--- src/rtl/swc_pkg.sv ---
package swc_pkg;
   typedef enum logic [2:0] {
      FR_IDLE,
      FR_ADDR,
      FR_DATA,
      FR_HOLD,
      FR_BUSY
   } fr_state_e;
endpackage

--- src/rtl/swc_frame.sv ---
module swc_frame
   import swc_pkg::*;
#(
   parameter int NCH      = 4,
   parameter int DW       = 8,
   parameter int BUSY_CYC = 16,
   parameter int HOLD_CYC = 2
) (
   input  logic                       clk,
   input  logic                       rst_n,
   input  logic                       cs,
   input  logic                       di,
   input  logic                       prog,
   input  logic [DW-1:0]              cur_word,
   output logic [$clog2(NCH)-1:0]     sel,
   output logic                       shift_en,
   output logic                       commit_en,
   output logic [DW-1:0]              pend,
   output logic                       rdy,
   output logic                       data_phase
);
   localparam int AW   = $clog2(NCH);
   localparam int MAXC = (DW > HOLD_CYC) ? ((DW > NCH) ? DW : NCH)
                                         : ((HOLD_CYC > NCH) ? HOLD_CYC : NCH);
   localparam int CW   = $clog2(MAXC) + 1;
   localparam int BW   = $clog2(BUSY_CYC + 1);

   fr_state_e         st;
   logic [CW-1:0]     cnt;
   logic [BW-1:0]     bcnt;
   logic [AW-1:0]     sel_q;
   logic [DW-1:0]     pend_q;

   logic last_data, last_addr, hold_end;
   assign last_data = (cnt == CW'(DW - 1));
   assign last_addr = (cnt == CW'(AW - 1));
   assign hold_end  = (cnt == CW'(HOLD_CYC - 1));

   always_ff @(posedge clk or negedge rst_n) begin
      if (!rst_n) begin
         st     <= FR_IDLE;
         cnt    <= '0;
         bcnt   <= '0;
         sel_q  <= '0;
         pend_q <= '0;
      end else if (st == FR_BUSY) begin
         if (bcnt == '0) begin
            st  <= FR_IDLE;
            cnt <= '0;
         end else begin
            bcnt <= bcnt - 1'b1;
         end
      end else if (!cs) begin
         st  <= FR_IDLE;
         cnt <= '0;
      end else begin
         case (st)
            FR_IDLE: begin
               if (di) begin
                  st  <= FR_ADDR;
                  cnt <= '0;
               end
            end
            FR_ADDR: begin
               sel_q[cnt[AW-1:0]] <= di;
               if (last_addr) begin
                  st  <= FR_DATA;
                  cnt <= '0;
               end else begin
                  cnt <= cnt + 1'b1;
               end
            end
            FR_DATA: begin
               if (last_data) begin
                  st     <= FR_HOLD;
                  cnt    <= '0;
                  pend_q <= {di, cur_word[DW-1:1]};
               end else begin
                  cnt <= cnt + 1'b1;
               end
            end
            FR_HOLD: begin
               if (prog) begin
                  st   <= FR_BUSY;
                  bcnt <= BW'(BUSY_CYC - 1);
               end else if (hold_end) begin
                  st  <= FR_IDLE;
                  cnt <= '0;
               end else begin
                  cnt <= cnt + 1'b1;
               end
            end
            default: begin
               st  <= FR_IDLE;
               cnt <= '0;
            end
         endcase
      end
   end

   assign sel        = sel_q;
   assign pend       = pend_q;
   assign shift_en   = (st == FR_DATA) && cs;
   assign data_phase = (st == FR_DATA);
   assign commit_en  = (st == FR_BUSY) && (bcnt == '0);
   assign rdy        = (st != FR_BUSY);


   rdy_fall_cause_chk: assert property (@(posedge clk) disable iff (!rst_n)
      $fell(rdy) |-> ($past(prog) && $past(cs)));


   commit_release_chk: assert property (@(posedge clk) disable iff (!rst_n)
      commit_en |=> rdy);
endmodule

--- src/rtl/swc_cell.sv ---
module swc_cell #(
   parameter int          DW      = 8,
   parameter logic [DW-1:0] RST_VAL = '0
) (
   input  logic          clk,
   input  logic          rst_n,
   input  logic          cs,
   input  logic          di,
   input  logic          shift,
   input  logic          commit,
   input  logic [DW-1:0] commit_val,
   output logic [DW-1:0] wiper,
   output logic [DW-1:0] stored
);
   always_ff @(posedge clk or negedge rst_n) begin
      if (!rst_n)      stored <= RST_VAL;
      else if (commit) stored <= commit_val;
   end

   always_ff @(posedge clk or negedge rst_n) begin
      if (!rst_n)     wiper <= RST_VAL;
      else if (!cs)   wiper <= stored;
      else if (shift) wiper <= {di, wiper[DW-1:1]};
   end


   restore_on_deselect_chk: assert property (@(posedge clk) disable iff (!rst_n)
      !cs |=> (wiper == $past(stored)));


   stored_hold_chk: assert property (@(posedge clk) disable iff (!rst_n)
      !commit |=> $stable(stored));
endmodule

--- src/rtl/swc_bank.sv ---
module swc_bank #(
   parameter int            NCH     = 4,
   parameter int            DW      = 8,
   parameter logic [DW-1:0] RST_VAL = '0
) (
   input  logic                   clk,
   input  logic                   rst_n,
   input  logic                   cs,
   input  logic                   di,
   input  logic                   rdy,
   input  logic [$clog2(NCH)-1:0] sel,
   input  logic                   shift_en,
   input  logic                   commit_en,
   input  logic [DW-1:0]          pend,
   output logic [DW-1:0]          cur_word,
   output logic [NCH*DW-1:0]      wiper_flat
);
   logic [DW-1:0]  wp_arr [NCH];
   logic [DW-1:0]  st_arr [NCH];
   logic [NCH-1:0] shift_vec;
   logic [NCH-1:0] commit_vec;

   for (genvar g = 0; g < NCH; g++) begin : g_ch
      assign shift_vec[g]  = shift_en  && (sel == g);
      assign commit_vec[g] = commit_en && (sel == g);

      swc_cell #(.DW(DW), .RST_VAL(RST_VAL)) u_cell (
         .clk        (clk),
         .rst_n      (rst_n),
         .cs         (cs),
         .di         (di),
         .shift      (shift_vec[g]),
         .commit     (commit_vec[g]),
         .commit_val (pend),
         .wiper      (wp_arr[g]),
         .stored     (st_arr[g])
      );

      assign wiper_flat[g*DW +: DW] = wp_arr[g];
   end

   assign cur_word = wp_arr[sel];


   single_shift_chk: assert property (@(posedge clk) disable iff (!rst_n)
      $onehot0(shift_vec));


   busy_frozen_chk: assert property (@(posedge clk) disable iff (!rst_n)
      (!rdy && cs) |=> $stable(wiper_flat));
endmodule

--- src/rtl/swc_sdo.sv ---
module swc_sdo (
   input  logic clk,
   input  logic rst_n,
   input  logic cs,
   input  logic data_phase,
   input  logic lsb,
   output logic dout
);
   logic do_q;

   always_ff @(negedge clk or negedge rst_n) begin
      if (!rst_n) do_q <= 1'b0;
      else        do_q <= data_phase & cs & lsb;
   end

   assign dout = do_q & cs;


   quiet_outside_data_chk: assert property (@(posedge clk) disable iff (!rst_n)
      !data_phase |-> (dout == 1'b0));
endmodule

--- src/rtl/serial_wiper_ctrl.sv ---
module serial_wiper_ctrl #(
   parameter int            NCH      = 4,
   parameter int            DW       = 8,
   parameter int            BUSY_CYC = 16,
   parameter int            HOLD_CYC = 2,
   parameter logic [DW-1:0] RST_VAL  = 8'h80
) (
   input  logic              clk,
   input  logic              rst_n,
   input  logic              cs,
   input  logic              di,
   input  logic              prog,
   output logic              dout,
   output logic              rdy,
   output logic [NCH*DW-1:0] wiper_o
);
   localparam int AW = $clog2(NCH);

   if (NCH < 2 || (NCH & (NCH - 1)) != 0) begin : g_bad_nch
      $error("NCH must be a power of two of at least 2");
   end
   if (DW < 2) begin : g_bad_dw
      $error("DW must be at least 2");
   end
   if (BUSY_CYC < 1 || HOLD_CYC < 1) begin : g_bad_timing
      $error("BUSY_CYC and HOLD_CYC must be at least 1");
   end

   logic [AW-1:0] sel;
   logic          shift_en, commit_en, data_phase;
   logic [DW-1:0] pend, cur_word;

   swc_frame #(
      .NCH(NCH), .DW(DW), .BUSY_CYC(BUSY_CYC), .HOLD_CYC(HOLD_CYC)
   ) u_frame (
      .clk        (clk),
      .rst_n      (rst_n),
      .cs         (cs),
      .di         (di),
      .prog       (prog),
      .cur_word   (cur_word),
      .sel        (sel),
      .shift_en   (shift_en),
      .commit_en  (commit_en),
      .pend       (pend),
      .rdy        (rdy),
      .data_phase (data_phase)
   );

   swc_bank #(.NCH(NCH), .DW(DW), .RST_VAL(RST_VAL)) u_bank (
      .clk        (clk),
      .rst_n      (rst_n),
      .cs         (cs),
      .di         (di),
      .rdy        (rdy),
      .sel        (sel),
      .shift_en   (shift_en),
      .commit_en  (commit_en),
      .pend       (pend),
      .cur_word   (cur_word),
      .wiper_flat (wiper_o)
   );

   swc_sdo u_sdo (
      .clk        (clk),
      .rst_n      (rst_n),
      .cs         (cs),
      .data_phase (data_phase),
      .lsb        (cur_word[0]),
      .dout       (dout)
   );
endmodule

--- config.mk ---
export PLATFORM = sky130hd
export DESIGN_NAME = serial_wiper_ctrl
export DESIGN_NICKNAME = d
export VERILOG_FILES = /design/src/rtl/swc_pkg.sv /design/src/rtl/swc_frame.sv /design/src/rtl/swc_cell.sv /design/src/rtl/swc_bank.sv /design/src/rtl/swc_sdo.sv /design/src/rtl/serial_wiper_ctrl.sv
export SDC_FILE = /design/constraint.sdc
export NUM_CORES = 1
export LEC_CHECK = 0
export CAP_MARGIN = 20
export CELL_PAD_IN_SITES_DETAIL_PLACEMENT = 0
export CELL_PAD_IN_SITES_GLOBAL_PLACEMENT = 1
export CORE_MARGIN = 2
export CORE_UTILIZATION = 50
export DETAILED_ROUTE_END_ITERATION = 8
export PLACE_DENSITY = 0.9
export SYNTH_ARGS = -nofsm -noshare
export SYNTH_HDL_FRONTEND = slang
export SYNTH_SLANG_ARGS = --single-unit
export TNS_END_PERCENT = 1
--- constraint.sdc ---
create_clock -name clk -period 4.3 [get_ports clk]
set_input_delay 0.645 -clock clk [delete_from_list [all_inputs] [get_ports clk]]
set_output_delay 0.645 -clock clk [all_outputs]
set_load 0.05 [all_outputs]
[Word-level counts from Yosys, hierarchy flattened]
Index checks and enable logic that the tools add are counted.
Cells by class
  mux-type cells: 36
  equal/unequal tests: 21
  reductions and logical operators: 22
  order comparisons: 3
  bitwise gates (word level): 5
  add/sub/neg operators: 2
Operators by type and width (number)
  2-to-1 mux 8 bit: 10
  2-to-1 mux 4 bit: 7
  2-to-1 mux 5 bit: 5
  2-to-1 mux 3 bit: 8
  binary-select mux 8 bit (select 2 bit): 1
  one-hot mux 4 bit (4 select lines): 1
  one-hot mux 3 bit (4 select lines): 1
  logical AND 1 bit: 11
  != test 2 x 1 -> 1 bit, second input constant: 4
  != test 4 x 3 -> 1 bit, second input constant: 2
  AND reduction 4 bit: 2
  == test 3 x 2 -> 1 bit, second input constant: 2
  AND reduction 3 bit: 2
  nonzero test 2 bit: 3
  zero test 5 bit: 1
  != test 5 x 3 -> 1 bit, second input constant: 1
  AND reduction 5 bit: 1
  subtractor 5 x 1 -> 5 bit, second input constant: 1
  adder 4 x 1 -> 4 bit, second input constant: 1
  == test 2 bit, second input constant: 2
  == test 4 x 1 -> 1 bit, second input constant: 1
  == test 4 x 3 -> 1 bit, second input constant: 1
  != test 2 bit, second input constant: 2
  != test 4 x 2 -> 1 bit, second input constant: 1
  16 further kinds: 18
Storage, ports and cells
  output and inout bits: 34
  register bits: 87
  bits of input ports: 5

[Longest topological paths before layout]
  depth after elaboration: 6
  depth in mapped cells: 7

[By module]
From an unflattened synthesis, not the netlist that was laid out.
Unflattened totals
  cells, all modules: 332
  area, all modules: 4214.0 um^2
Modules (own cells, without submodules)
  swc_cell: times used 4, area each 684.4 um^2, cells each 52, seq. area each 402.9 um^2
  swc_frame: times used 1, area each 1131.1 um^2, cells each 101, seq. area each 550.5 um^2
  swc_bank: times used 1, area each 307.8 um^2, cells each 20, seq. area each 0.0 um^2
  swc_sdo: times used 1, area each 37.5 um^2, cells each 3, seq. area each 25.0 um^2

==> flow_summary_export.csv <==
group,metric,value,unit
route,drt_iter0_markers,205,
sta,drv_slew,0,
status,status,"complete, no violations",
critical_path,cp_top_family,"flip-flops",
route,dr.pass1.iters,4,
clock_tree,cts_buffers,9,
route,drc,0,
critical_path,crit_required,3.65,ns
critical_path,critPathKind,"flop to output pin",
clock_tree,path_clk_slew,0.08,ns
layout,n_antenna_cell,0,
critical_path,critical_path.cell_chain,"and2_1 > buf_4",
clock_tree,postCtsSetupRepairBufs,0,
logic_synthesis,ys_ff_latch,87,
logic_synthesis,yosysUniqueCellTypes,46,
logic_synthesis,ys_seq_area_share,53.8,%
clock_tree,htreeDepth,3,
logic_synthesis,syn_nets,344,
logic_synthesis,postSynthAreaPerCell,12.1,sq um
clock_tree,cts_resized,0,
power,switchingPower,0.000811,W
grt,grt_pass1_vias,2742,
sta,relSlewSlack,27.3,%
sta,tns,0,ns
power,peakVddDrop,0.000212,V
layout,synthToLayoutAreaGrowth,17.1,%
power,switching_share,35.0,%
logic_synthesis,syn_area,0.00407,sq mm
layout,final_util,61.0,%
sta,setup_viol,0,
floorplanning,fp-row-count,32,
grt,grt_max_degree,50,
placed_design,place_congestion,0.804,
route,postRouteAntennaNets,0,
critical_path,critPathBufInv,1,
logic_synthesis,async_flop_share,100,%
clock_tree,clock-sinks,87,
critical_path,start_kind,"flop",
critical_path,cpPeakStageDelay,0.39,ns
clock_tree,root_buffer,"clkbuf_8",
hold_path,hold_class,"primary input to asynchronous set/reset pin",
grt,antenna_found_initial,0,
power,combPwrFrac,29.4,%
layout,drive_above_1_share,25.3,%
floorplanning,num_io_pins,39,
layout,multi_input_area,0.00176,sq mm
floorplanning,die_h,94.2,um
logic_synthesis,yosysWarnings,0,
clock_tree,hold_buffers,0,
grt,grt_overflow_total,0,
floorplanning,start_util,52.1,%
clock_tree,clock_path_buffers,2,
logic_synthesis,synthCells,335,
flow_run,max_cap_violations,0,
logic_synthesis,synth_edf_count,0,
logic_synthesis,synth_flop_cell,"dfrtp_1",
route,wl,8900,um
grt,grt_pass1_wl,14500,um
sta,skew,0.0158,ns
clock_tree,cts_tree,"done",
clock_tree,clk_latency,0.35,ns
placed_design,port_buffers,38,
layout,register_area,0.00219,sq mm
sta,setup_ws,0.460,ns
power,p_per_area,487,mW/mm^2
critical_path,endpoint_kind,"output pin",
power,power.internal,0.00151,W
sta,hold_viol,0,
route,avgRoutedWirePerCell,18.5,um
layout,final_nets,384,
sta,worst_pin_slew,1.08,ns
critical_path,crit_path_max_fanout,1,
power,p_total,0.00232,W
grt,grt.total_usage,21.6,%
critical_path,slowest_stage,"dfrtn_1",
floorplanning,fp.dieW,94.2,um
layout,fillers,639,
placed_design,pre_cts_ws,0.813,ns
sta,grt_setup_unrepaired,"no",
power,cellLeakagePower,2.14,nW
route,vias,2758,
placed_design,dp_hpwl,6040,um
power,pwr-share-clk,26.9,%
floorplanning,die-area,0.00887,sq mm
route,routed_via_density,5.72,
critical_path,arrival,3.20,ns
floorplanning,core_area,0.00781,sq mm
power,seqPwrFrac,43.7,%
## routing by layer
metal / GRT usage [%] / routed length (um) / vias to the layer above
met3: 3.05 / 330 / 11
met2: 31.9 / 4040 / 53
met4: 7.73 / 153 / 0
met5: 0 / 0 / -
li1: - / - / 1280
met1: 32.8 / 4370 / 1414
## power by group through the flow
stage / Clock, W / Combinational (W) / Sequential, W
floorplan: 0 / 0.000358 / 0.00114
global placement: 0 / 0.000672 / 0.00102
detailed placement: 0 / 0.000681 / 0.00103
CTS: 0.000636 / 0.000684 / 0.00101
global route: 0.000675 / 0.000736 / 0.00103
finish: 0.000624 / 0.000684 / 0.00101
## sequential cells by signal (all words and copies together), names as in the netlist
name and cells:
u_bank.g_ch.u_cell.stored 32, u_bank.g_ch.u_cell.wiper 32, u_frame.sel 2, u_frame.cnt 4
u_frame.st 3, u_frame.bcnt 5, u_sdo.do_q 1, u_frame.pend 8
## layout make-up
type	count	share of cell area, %
clock buffer	10	2.68
timing repair buffer	45	8.88
inverter	12	0.945
multi-input combinational	220	37.0
sequential	87	45.9
clock inverter	6	1.94
tap	102	2.68
## metrics by stage
step	instance area, sq um	cells	hold slack, ns
floorplan	4070	335	0.349
global route	4760	482	0.269
global placement	4530	464	0.485
CTS	4750	480	0.255
finish	4760	482	0.246
detailed placement	4530	464	0.492
## synthesized netlist by cell type, types with 3 or more instances
cell type | count | area (sq um)
dfrtp_1 | 78 | 1950
mux2_2 | 43 | 484
nor2_1 | 36 | 135
a21oi_1 | 30 | 150
mux2i_1 | 28 | 280
buf_2 | 11 | 55.1
inv_1 | 11 | 41.3
dfstp_2 | 8 | 210
mux4_2 | 8 | 180
nand2_1 | 8 | 30.0
o21ai_0 | 7 | 35.0
nand3_1 | 6 | 30.0
nand2b_1 | 5 | 31.3
ha_1 | 4 | 50.1
nor2b_1 | 4 | 25.0
nor3_1 | 4 | 20.0
a32oi_1 | 3 | 26.3
clkbuf_1 | 3 | 11.3
nand2_2 | 3 | 18.8
o21ai_1 | 3 | 15.0
## worst reg2reg max path, delay by kind of cell (launching register included)
kind / cells / cell delay [ns]
buf+inv: 1 / 0.22
flops: 1 / 0.33
mux: 1 / 0.32
simple gates: 1 / 0.14
## final timing paths
| check | startpoint | endpoint | slack [ns] | cells past startpoint |
|---|---|---|---|---|
| worst max-delay path | u_sdo.do_q | dout | 0.46 | 2 |
| worst min-delay path | rst_n | u_frame.bcnt[1] | 0.25 | 1 |
| worst max register to register | u_frame.sel[1] | u_sdo.do_q | 0.99 | 3 |
| worst min register to register | u_frame.bcnt[0] | u_frame.bcnt[0] | 0.50 | 1 |
| max in group asynchronous | rst_n | u_sdo.do_q | 1.62 | 1 |
| min in group clk | u_frame.bcnt[0] | u_frame.bcnt[0] | 0.50 | 1 |
## cells by family after synthesis
group	synth area share [%]
buffers and inverters	2.92
and+or+nand+nor	10.5
AOI/OAI and AO/OA	7.97
adders and majority gates	1.23
xor gates and xnor gates	0.431
DFF	53.8
muxes	23.2
## cells in the final DEF (no fill, tap or decap), types with 3 or more instances in the layout
master           synthesis  layout
mux2i_1                 28      28
nor2_1                  36      36
buf_4                    0       9
nand2_1                  8       8
nand3_1                  6       6
mux2_2                  43      43
a21oi_1                 30      30
nor3_1                   4       4
a32oi_1                  3       3
o21ai_1                  3       3
clkbuf_8                 0       9
inv_1                   11      11
nand2_2                  3       3
clkdlybuf4s50_1          0      35
mux4_2                   8       8
dfrtp_1                 78      78
dfstp_2                  8       8
nor2b_1                  4       4
o21ai_0                  7       7
ha_1                     4       4
nand2b_1                 5       5
No activity file was read; power rests on OpenSTA's default activity.
